## src/rtl/scan_mask_pkg.sv

```systemverilog
package scan_mask_pkg;
  typedef enum logic [1:0] {
    SQ_IDLE   = 2'd0,
    SQ_RUN    = 2'd1,
    SQ_REPORT = 2'd2,
    SQ_DONE   = 2'd3
  } seq_state_e;
endpackage

```

## src/rtl/slice_counter.sv

```systemverilog
module slice_counter #(
  parameter int SLICE_W = 4
) (
  input  logic               clk,
  input  logic               rst_n,
  input  logic               restart,
  input  logic               step,
  output logic [SLICE_W-1:0] slice
);
  localparam logic [SLICE_W-1:0] FIRST = SLICE_W'(1);
  localparam logic [SLICE_W-1:0] TOP   = '1;

  always_ff @(posedge clk) begin
    if (!rst_n) begin
      slice <= FIRST;
    end else if (restart) begin
      slice <= FIRST;
    end else if (step && (slice != TOP)) begin
      slice <= slice + 1'b1;
    end
  end
endmodule

```

## src/rtl/window_gate.sv

```systemverilog
module window_gate #(
  parameter int NUM_CHAINS = 8,
  parameter int SLICE_W    = 4
) (
  input  logic                  shift_en,
  input  logic [SLICE_W-1:0]    slice,
  input  logic [SLICE_W-1:0]    lo,
  input  logic [SLICE_W-1:0]    hi,
  input  logic [NUM_CHAINS-1:0] chain_set,
  input  logic [NUM_CHAINS-1:0] chain_out,
  output logic [NUM_CHAINS-1:0] gated
);
  logic above_lo;
  logic below_hi;
  logic lane_open;

  assign above_lo  = (slice >= lo);
  assign below_hi  = (slice <= hi);
  assign lane_open = shift_en & above_lo & below_hi;

  for (genvar c = 0; c < NUM_CHAINS; c++) begin : g_lane
    assign gated[c] = chain_out[c] & chain_set[c] & lane_open;
  end
endmodule

```

## src/rtl/bisect_seq.sv

```systemverilog
module bisect_seq
  import scan_mask_pkg::*;
#(
  parameter int NUM_CHAINS  = 8,
  parameter int MAX_SLICE   = 7,
  parameter int SLICE_W     = 4,
  parameter int STACK_DEPTH = 4
) (
  input  logic                  clk,
  input  logic                  rst_n,
  input  logic [NUM_CHAINS-1:0] chain_pick,
  input  logic                  search_start,
  input  logic                  session_done,
  input  logic                  session_fail,
  input  logic                  hit_ready,
  output logic [NUM_CHAINS-1:0] chain_set,
  output logic [SLICE_W-1:0]    lo,
  output logic [SLICE_W-1:0]    hi,
  output logic                  busy,
  output logic                  search_done,
  output logic                  hit_valid,
  output logic [SLICE_W-1:0]    hit_slice
);
  localparam int SP_W = $clog2(STACK_DEPTH + 1);
  localparam int SLOTS = 1 << SP_W;
  localparam logic [SLICE_W-1:0] FIRST = SLICE_W'(1);
  localparam logic [SLICE_W-1:0] LAST  = SLICE_W'(MAX_SLICE);

  seq_state_e state;
  logic [SP_W-1:0]    sp;
  logic [SP_W-1:0]    sp_top;
  logic [SLICE_W-1:0] lo_stk [SLOTS];
  logic [SLICE_W-1:0] hi_stk [SLOTS];
  logic [SLICE_W:0]   span_sum;
  logic [SLICE_W-1:0] mid;
  logic               single;
  logic               idle_like;
  logic               do_start;
  logic               do_split;
  logic               do_hit;
  logic               do_pop;

  assign span_sum  = {1'b0, lo} + {1'b0, hi};
  assign mid       = span_sum[SLICE_W:1];
  assign single    = (lo == hi);
  assign sp_top    = sp - 1'b1;
  assign idle_like = (state == SQ_IDLE) || (state == SQ_DONE);

  assign do_start = idle_like && search_start;
  assign do_split = (state == SQ_RUN) && session_done && session_fail && !single;
  assign do_hit   = (state == SQ_RUN) && session_done && session_fail && single;
  assign do_pop   = ((state == SQ_RUN) && session_done && !session_fail) ||
                    ((state == SQ_REPORT) && hit_ready);

  always_ff @(posedge clk) begin
    if (do_split) begin
      lo_stk[sp] <= mid + 1'b1;
      hi_stk[sp] <= hi;
    end
  end

  always_ff @(posedge clk) begin
    if (!rst_n) begin
      state     <= SQ_IDLE;
      lo        <= FIRST;
      hi        <= LAST;
      sp        <= '0;
      chain_set <= '1;
    end else if (do_start) begin
      state     <= SQ_RUN;
      lo        <= FIRST;
      hi        <= LAST;
      sp        <= '0;
      chain_set <= chain_pick;
    end else if (do_split) begin
      hi <= mid;
      sp <= sp + 1'b1;
    end else if (do_hit) begin
      state <= SQ_REPORT;
    end else if (do_pop) begin
      if (sp == '0) begin
        state <= SQ_DONE;
      end else begin
        state <= SQ_RUN;
        lo    <= lo_stk[sp_top];
        hi    <= hi_stk[sp_top];
        sp    <= sp_top;
      end
    end
  end

  assign busy        = (state == SQ_RUN) || (state == SQ_REPORT);
  assign search_done = (state == SQ_DONE);
  assign hit_valid   = (state == SQ_REPORT);
  assign hit_slice   = lo;
endmodule

```

## src/rtl/scan_mask_unit.sv

```systemverilog
module scan_mask_unit #(
  parameter int NUM_CHAINS = 8,
  parameter int MAX_SLICE  = 7,
  localparam int SLICE_W   = $clog2(MAX_SLICE + 2)
) (
  input  logic                  clk,
  input  logic                  rst_n,
  input  logic                  load_start,
  input  logic                  shift_en,
  input  logic [NUM_CHAINS-1:0] chain_out,
  output logic [NUM_CHAINS-1:0] misr_in,
  input  logic [NUM_CHAINS-1:0] chain_pick,
  input  logic                  search_start,
  input  logic                  session_done,
  input  logic                  session_fail,
  output logic [SLICE_W-1:0]    win_lo,
  output logic [SLICE_W-1:0]    win_hi,
  output logic                  busy,
  output logic                  search_done,
  output logic                  hit_valid,
  input  logic                  hit_ready,
  output logic [SLICE_W-1:0]    hit_slice
);
  localparam int STACK_DEPTH = $clog2(MAX_SLICE) + 1;

  logic [SLICE_W-1:0]    slice;
  logic [NUM_CHAINS-1:0] chain_set;

  slice_counter #(.SLICE_W(SLICE_W)) i_slice_counter (
    .clk     (clk),
    .rst_n   (rst_n),
    .restart (load_start),
    .step    (shift_en),
    .slice   (slice)
  );

  window_gate #(.NUM_CHAINS(NUM_CHAINS), .SLICE_W(SLICE_W)) i_window_gate (
    .shift_en  (shift_en),
    .slice     (slice),
    .lo        (win_lo),
    .hi        (win_hi),
    .chain_set (chain_set),
    .chain_out (chain_out),
    .gated     (misr_in)
  );

  bisect_seq #(
    .NUM_CHAINS  (NUM_CHAINS),
    .MAX_SLICE   (MAX_SLICE),
    .SLICE_W     (SLICE_W),
    .STACK_DEPTH (STACK_DEPTH)
  ) i_bisect_seq (
    .clk          (clk),
    .rst_n        (rst_n),
    .chain_pick   (chain_pick),
    .search_start (search_start),
    .session_done (session_done),
    .session_fail (session_fail),
    .hit_ready    (hit_ready),
    .chain_set    (chain_set),
    .lo           (win_lo),
    .hi           (win_hi),
    .busy         (busy),
    .search_done  (search_done),
    .hit_valid    (hit_valid),
    .hit_slice    (hit_slice)
  );
endmodule

```

## config.mk

```make
export PLATFORM = sky130hd
export DESIGN_NAME = scan_mask_unit
export DESIGN_NICKNAME = d
export VERILOG_FILES = /design/src/rtl/scan_mask_pkg.sv /design/src/rtl/slice_counter.sv /design/src/rtl/window_gate.sv /design/src/rtl/bisect_seq.sv /design/src/rtl/scan_mask_unit.sv
export SDC_FILE = /design/constraint.sdc
export NUM_CORES = 1
export LEC_CHECK = 0
export BUFFER_PORTS_ARGS = -buffer_cell sky130_fd_sc_hd__buf_4
export CORE_MARGIN = 3
export CORE_UTILIZATION = 40
export CTS_CLUSTER_DIAMETER = 30
export DETAILED_ROUTE_END_ITERATION = 10
export GPL_ROUTABILITY_DRIVEN = 0
export PLACE_DENSITY_LB_ADDON = 0.15
export REMOVE_ABC_BUFFERS = 1
export SLEW_MARGIN = 25
export SYNTH_ARGS = -nofsm -noshare
export SYNTH_HDL_FRONTEND = slang
export SYNTH_SLANG_ARGS = --single-unit
export TNS_END_PERCENT = 20
```

## constraint.sdc

```tcl
create_clock -name clk -period 2.4 [get_ports clk]
set_input_delay 0 -clock clk [delete_from_list [all_inputs] [get_ports clk]]
set_output_delay 0 -clock clk [all_outputs]
set_load 0.005 [all_outputs]
```

## Word level (Yosys, flattened, before mapping)

Memory sizes are Yosys's and may differ from the RTL's. A register that Yosys moved wholly into a read port is not among the register bits.
Index checks and enable logic that the tools add are counted.

| word-level totals | value |
|---|---|
| register bits | 21 |
| bits in latches | 0 |
| bits in writable memories | 64 |
| memory bits (read-only) | 0 |
| input port bits | 24 |
| output and inout port bits | 23 |
| word-level logic and storage cells | 84 |
| memories kept | 2 |

| cells by class | value |
|---|---|
| $add $sub $neg | 5 |
| multipliers | 0 |
| div/mod/pow operators | 0 |
| $lt $le $gt $ge | 2 |
| eq/ne operators | 8 |
| shift-type cells | 0 |
| muxes and demuxes | 15 |
| bitwise gates (word level) | 22 |
| reduce and logical (&&, ||, !) cells | 24 |

Memories:

| memory | depth | width | rd ports | clocked after Yosys merged registers in | wr ports | line | RTL |
|---|---|---|---|---|---|---|---|
| i_bisect_seq.hi_stk | 8 | 4 | 1 | 0 | 1 | bisect_seq.sv:33 | `logic [SLICE_W-1:0] hi_stk [SLOTS];` |
| i_bisect_seq.lo_stk | 8 | 4 | 1 | 1 | 1 | bisect_seq.sv:32 | `logic [SLICE_W-1:0] lo_stk [SLOTS];` |

Operator list:

| kind | count |
|---|---|
| 1-bit bitwise AND | 18 |
| 4-bit two-way mux | 4 |
| 3-bit two-way mux | 4 |
| 4-bit by 1-bit adder with 4-bit output (second input constant) | 2 |
| 1-bit logical AND | 8 |
| 2-bit two-way mux | 3 |
| 2-bit by 1-bit != test with 1-bit output (second input constant) | 3 |
| 4-bit by 4-bit adder with 5-bit output | 1 |
| 2-bit == test (second input constant) | 2 |
| 4-bit == test | 1 |
| 4-bit >= comparator | 1 |
| 4-bit <= comparator | 1 |
| 1-bit two-way mux | 4 |
| 4-bit != test (second input constant) | 1 |
| 1-bit inverter | 4 |
| 2-bit AND reduction | 2 |
| 4-bit AND reduction | 1 |
| 2-bit nonzero test | 2 |
| 2-bit OR reduction | 2 |
| 3-bit by 1-bit adder with 3-bit output (second input constant) | 1 |
| 3-bit zero test | 1 |
| 1-bit logical OR | 3 |
| 3-bit AND reduction | 1 |
| 3-bit nonzero test | 1 |
| 4 further kinds | 5 |

## Longest topological paths before layout

| logic depth | value |
|---|---|
| depth in word-level cells | 8 |
| mapped depth | 10 |

## By module

A second synthesis with hierarchy kept.

| unflattened totals | value |
|---|---|
| cell total of the unflattened synthesis | 305 |
| area total of the unflattened synthesis | 4131.5 um^2 |

By module, submodules not included:

| module | times used | cells each | area an instance (um^2) | sequential area each (um^2) |
|---|---|---|---|---|
| bisect_seq | 1 | 241 | 3686.0 | 2342.2 |
| window_gate | 1 | 42 | 255.2 | 0.0 |
| slice_counter | 1 | 22 | 190.2 | 80.1 |

## Least setup slack after synthesis

No wires, ideal clock.

| timing | value |
|---|---|
| path type | register to register |
| start | register i_bisect_seq.hi[2] |
| end | memory i_bisect_seq.hi_stk[0][0], enable pin |
| arrival time | 2.119 ns |
| data required time | 2.005 ns |
| slack | -0.114 ns |
| stages on the path, launching flop included | 6 |
| buffers on the path | 1 |
| period minus slack after synthesis | 2.514 ns |
| cells stage by stage | dfxtp_1 ha_1 nor4_2 or2_2 buf_2 nor4_1 |

| on the way | value |
|---|---|
| longest elaborated chain between the ends | 5 |

Ends and longest elaborated chain:

| what | line | RTL |
|---|---|---|
| from (decl) | bisect_seq.sv:18 | `output logic [SLICE_W-1:0] hi,` |
| from (signal assigned) | bisect_seq.sv:76 | `hi <= mid;` |
| from (signal assigned) | bisect_seq.sv:86 | `hi <= hi_stk[sp_top];` |
| 4-bit == test | bisect_seq.sv:45 | `assign single = (lo == hi);` |
| 1-bit zero test | bisect_seq.sv:50 | `assign do_split = (state == SQ_RUN) && session_done && session_fail && !single;` |
| 1-bit logical AND | bisect_seq.sv:50 |  |
| 1-bit two-way mux | bisect_seq.sv:56 | `if (do_split) begin` |
| 1-bit two-way mux (implied by the code) | bisect_seq.sv:58 | `hi_stk[sp] <= hi;` |
| to (decl) | bisect_seq.sv:33 |  |

No other way between the ends.

## Worst setup path in the final report

| timing | value |
|---|---|
| start | register i_bisect_seq.hi[2] |
| end | output misr_in[1] |

| on the way | value |
|---|---|
| longest elaborated chain between the ends | 3 |

Ends and longest elaborated chain:

| what | line | RTL |
|---|---|---|
| 4-bit <= comparator | window_gate.sv:18 | `assign below_hi = (slice <= hi);` |
| 1-bit bitwise AND | window_gate.sv:19 | `assign lane_open = shift_en & above_lo & below_hi;` |
| 1-bit bitwise AND | window_gate.sv:22 | `assign gated[c] = chain_out[c] & chain_set[c] & lane_open;` |
| to (decl) | scan_mask_unit.sv:11 | `output logic [NUM_CHAINS-1:0] misr_in,` |

No other way between the ends.

==> summary.md <==
• complete, no violations — result of the run
• sky130_fd_sc_hd__clkbuf_8 — buffer type at the clock tree root
• 0.588 ns — slew at the pin closest to its max-slew limit
• 0 — DRC Markers
• 0.363 — relative contribution of the clock network to total power
• 2 — maximum buffer depth of the clock tree
• input port to flop — Hold WC Path Type
• 0.233 — Switching Fraction
• 0.468 — post-synth top area share
• 2440 uW — internal power component
• 0.533 — power share of the sequential group
• 0 — final-report setup violation count
• 619 nW/um^2 — power density normalized to cell area
• 3 — cell count of the worst hold path
• sky130_fd_sc_hd__edfxtp_1 — cell type contributing the most total cell area after synthesis
• 741 uW — power dissipated by switching net loads
• 448 MHz — maximum clock frequency
• 130 — violation count after the first detailed-routing iteration
• 11 — critical path peak fanout
• flop to output port — CP Class
• 0.328 mV — Max rail drop VDD
• 505 — post-placement cell count
• 0.240 — layout cells sized above 1
• 9860 sq um — Core Region
• 834 — number of fillers in the final layout
• 89 — total number of clock tree sinks
• 36 — standard-cell row count
• 0 — ys async rst share
• 25.2% — area delta synth->final
• 0.605 — max-slew headroom at the worst pin
• 14.8 mm — global-route wire length before repair
• 448 — Layout Nets
• 43 — Synth cell types
• output port — Critical Path End Type
• 2807 — vias in the first global route
• 2.23 ns — Arr. time, crit path
• 5.03 — drt via density
• 0.171 — GRT Total Usage
• 2.40 ns — data required time at the worst endpoint
• 0 ns — Post-Route Setup TNS
• sky130_fd_sc_hd__edfxtp_1 — prevailing post-synth register cell
• 9 — TritonCTS buffer count
• 0.104 — combinational group share of total power
• 318 — Gate Count Post-Synth
• 541 — final instance count without filler cells
• 0.00199 uW — Leakage
• 89 — number of register bits inferred by synthesis
• sky130_fd_sc_hd__edfxtp_1, sky130_fd_sc_hd__dfxtp_1, sky130_fd_sc_hd__mux4_1 — dominant cells by area after synthesis
• 0.24 ns — setup slack, reg-to-reg
• 9.24 mm — total length of routed wires
• 3 — H-Tree Depth
• 0 — final count of hold timing violations
• 6.41 mm — dpl hpwl
• 17.1 um — Routed wire per std cell
• flop — critical path startpoint category
• 6 — R2R cell count
• 0.09 ns — clock-pin slew of the registers on the worst-case setup and hold paths
• built — CTS tree
• 0 — number of antenna violations at the first check in global routing
• 0.931 — final clock period utilization by the worst path
• 11500 sq um — overall die area
• 0 — count of yosys warnings during synthesis
• 0.0114 ns — maximum clock skew at final layout
• 47 — count of boundary I/O pins
• 107 um — height of the die
• 2.23 ns — Period minus WS final
• 12.9 sq um — synthesized area divided by synthesized cell count
• 0 — total grt overflow
• 0.590 — sequential element share of the synthesized area
• 64 — Post-synth EDFFs
• 107 um — Die Span X
• 0 — Routed Antenna Nets
• 3180 uW — total power of the final layout
• 0.416 — starting density of the core
• 46 — # port buffers
• 0.36 ns — clock insertion delay at the later pin of the skew report
• 0 — pins over their slew limit
• 4110 sq um — area of the mapped netlist
• 2722 — number of vias after detailed routing
• 23 — largest net degree at the start of global routing
• 0 — max-capacitance violation count
• 0 — Ant. Diodes
• 4 — iteration count of the initial detailed-routing pass
-- area by class of cell --
| type | count | area, sq um | share of cell area |
|---|---|---|---|
| sequential | 89 | 2420 | 0.471 |
| timing repair buffer | 91 | 731 | 0.142 |
| tap | 133 | 166 | 0.0324 |
| clock inverter | 7 | 101 | 0.0197 |
| clock buffer | 9 | 124 | 0.0241 |
| inverter | 18 | 67.6 | 0.0131 |
| multi-input combinational | 194 | 1530 | 0.297 |
-- layout by cell type (no fill, tap or decap), drive strengths merged, types with 2 or more instances in the layout --
cell         Yosys  routed
a211o            4       4
a21o             3       3
a21oi            9       9
a311oi           3       3
a31oi            3       3
and2             3       3
buf             13      72
bufinv           0       2
clkbuf           4       9
clkinv           0       2
dfxtp           25      25
dlygate4sd3      0      19
edfxtp          64      64
ha              20      20
inv             18      20
mux2i            2       2
mux4            14      14
nand2           42      42
nand2b           6       6
nand3           21      21
nand4            4       4
nor2            23      23
nor3             8       8
nor4             3       3
o211ai           2       2
o21ai            2       2
o22ai            2       2
xnor2            6       6
xor2             5       5
-- cell usage after synthesis, types with 2 or more instances --
cell type / instances
sky130_fd_sc_hd__edfxtp_1: 64
sky130_fd_sc_hd__nand2_1: 42
sky130_fd_sc_hd__dfxtp_1: 25
sky130_fd_sc_hd__nor2_1: 22
sky130_fd_sc_hd__nand3_1: 21
sky130_fd_sc_hd__ha_1: 20
sky130_fd_sc_hd__inv_1: 18
sky130_fd_sc_hd__mux4_1: 12
sky130_fd_sc_hd__a21oi_1: 8
sky130_fd_sc_hd__nor3_1: 8
sky130_fd_sc_hd__buf_2: 6
sky130_fd_sc_hd__buf_4: 6
sky130_fd_sc_hd__nand2b_1: 6
sky130_fd_sc_hd__xnor2_1: 6
sky130_fd_sc_hd__xor2_1: 5
sky130_fd_sc_hd__a211o_1: 4
sky130_fd_sc_hd__clkbuf_1: 4
sky130_fd_sc_hd__nand4_1: 4
sky130_fd_sc_hd__a21o_1: 3
sky130_fd_sc_hd__a311oi_1: 3
sky130_fd_sc_hd__a31oi_1: 3
sky130_fd_sc_hd__and2_1: 2
sky130_fd_sc_hd__mux4_2: 2
sky130_fd_sc_hd__nor4_1: 2
sky130_fd_sc_hd__o211ai_1: 2
sky130_fd_sc_hd__o21ai_0: 2
sky130_fd_sc_hd__o22ai_1: 2
-- worst max-delay path: stages, from the launching register on --
cell                       delay (ns)
sky130_fd_sc_hd__dfxtp_1         0.35
sky130_fd_sc_hd__buf_4           0.20
sky130_fd_sc_hd__inv_1           0.06
sky130_fd_sc_hd__ha_1            0.30
sky130_fd_sc_hd__a21oi_1         0.14
sky130_fd_sc_hd__o22ai_1         0.09
sky130_fd_sc_hd__o22ai_1         0.17
sky130_fd_sc_hd__o211ai_1        0.12
sky130_fd_sc_hd__buf_4           0.18
sky130_fd_sc_hd__nor2_1          0.13
sky130_fd_sc_hd__buf_4           0.13
-- state kept, by name, indices dropped and copies added (netlist names) --
| register | cells |
|---|---|
| i_bisect_seq.chain_set | 8 |
| i_slice_counter.slice | 4 |
| i_bisect_seq.hi | 4 |
| i_bisect_seq.hit_slice | 4 |
| i_bisect_seq.sp | 3 |
| i_bisect_seq.state | 2 |
| i_bisect_seq.hi_stk | 32 |
| i_bisect_seq.lo_stk | 32 |
-- what timing repair did --
action / in CTS / in global routing
hold buffers: 19 / 0
endpoints found under the setup margin: 0 / 16
buffers inserted: 0 / 1
resized for setup: 0 / 2
hold endpoints to repair: 13 / 0
-- worst paths after layout --
kind | start | endpoint
max reg2reg | i_bisect_seq.hit_slice[1]$_SDFFE_PP0P_ | i_bisect_seq.lo_stk[5][3]$_DFFE_PP_
max | i_bisect_seq.hi[2]$_SDFFE_PP1P_ | misr_in[1]
min reg2reg | i_bisect_seq.hi[3]$_SDFFE_PP0P_ | i_bisect_seq.hi_stk[1][3]$_DFFE_PP_
min | session_fail | i_bisect_seq.state[1]$_SDFFE_PP0P_
-- through the flow --
step	hold WS [ns]	utilization	cell area [sq um]	setup WS (ns)
2_1_floorplan	0.0718	-	4010	-0.180
3_3_place_gp	0.206	0.478	4710	0.213
3_5_place_dp	0.212	0.478	4710	0.154
4_1_cts	0.00336	0.520	5130	0.0298
5_1_grt	0.0491	0.521	5140	-0.0209
6_report	0.0109	0.521	5140	0.166
-- cell families (layout without fill, tap and decap cells) --
logic type	Yosys count	in the layout	share of synthesized area
compound gates	34	34	0.0597
flops	89	89	0.590
mux	16	16	0.0957
simple gates	112	112	0.124
xor+xnor	11	11	0.0235
fa+ha+maj	21	21	0.0658
buf+inv	35	125	0.0411
-- routing by layer --
layer	up-vias	wire [um]	GRT usage	share of wire
met5	-	0	0	0
met4	0	127	0.0475	0.014
met3	8	577	0.0450	0.062
met2	72	4450	0.292	0.48
met1	1303	4080	0.215	0.44
li1	1339	-	-	-
-- power groups by stage --
stage,Combinational (uW),Sequential (uW),Clock [uW]
2_1_floorplan,160,1730,0
3_3_place_gp,289,1730,0
3_5_place_dp,293,1730,0
4_1_cts,328,1700,1180
5_1_grt,370,1700,1240
6_report,330,1700,1150
(Power assumes the default switching activity.)
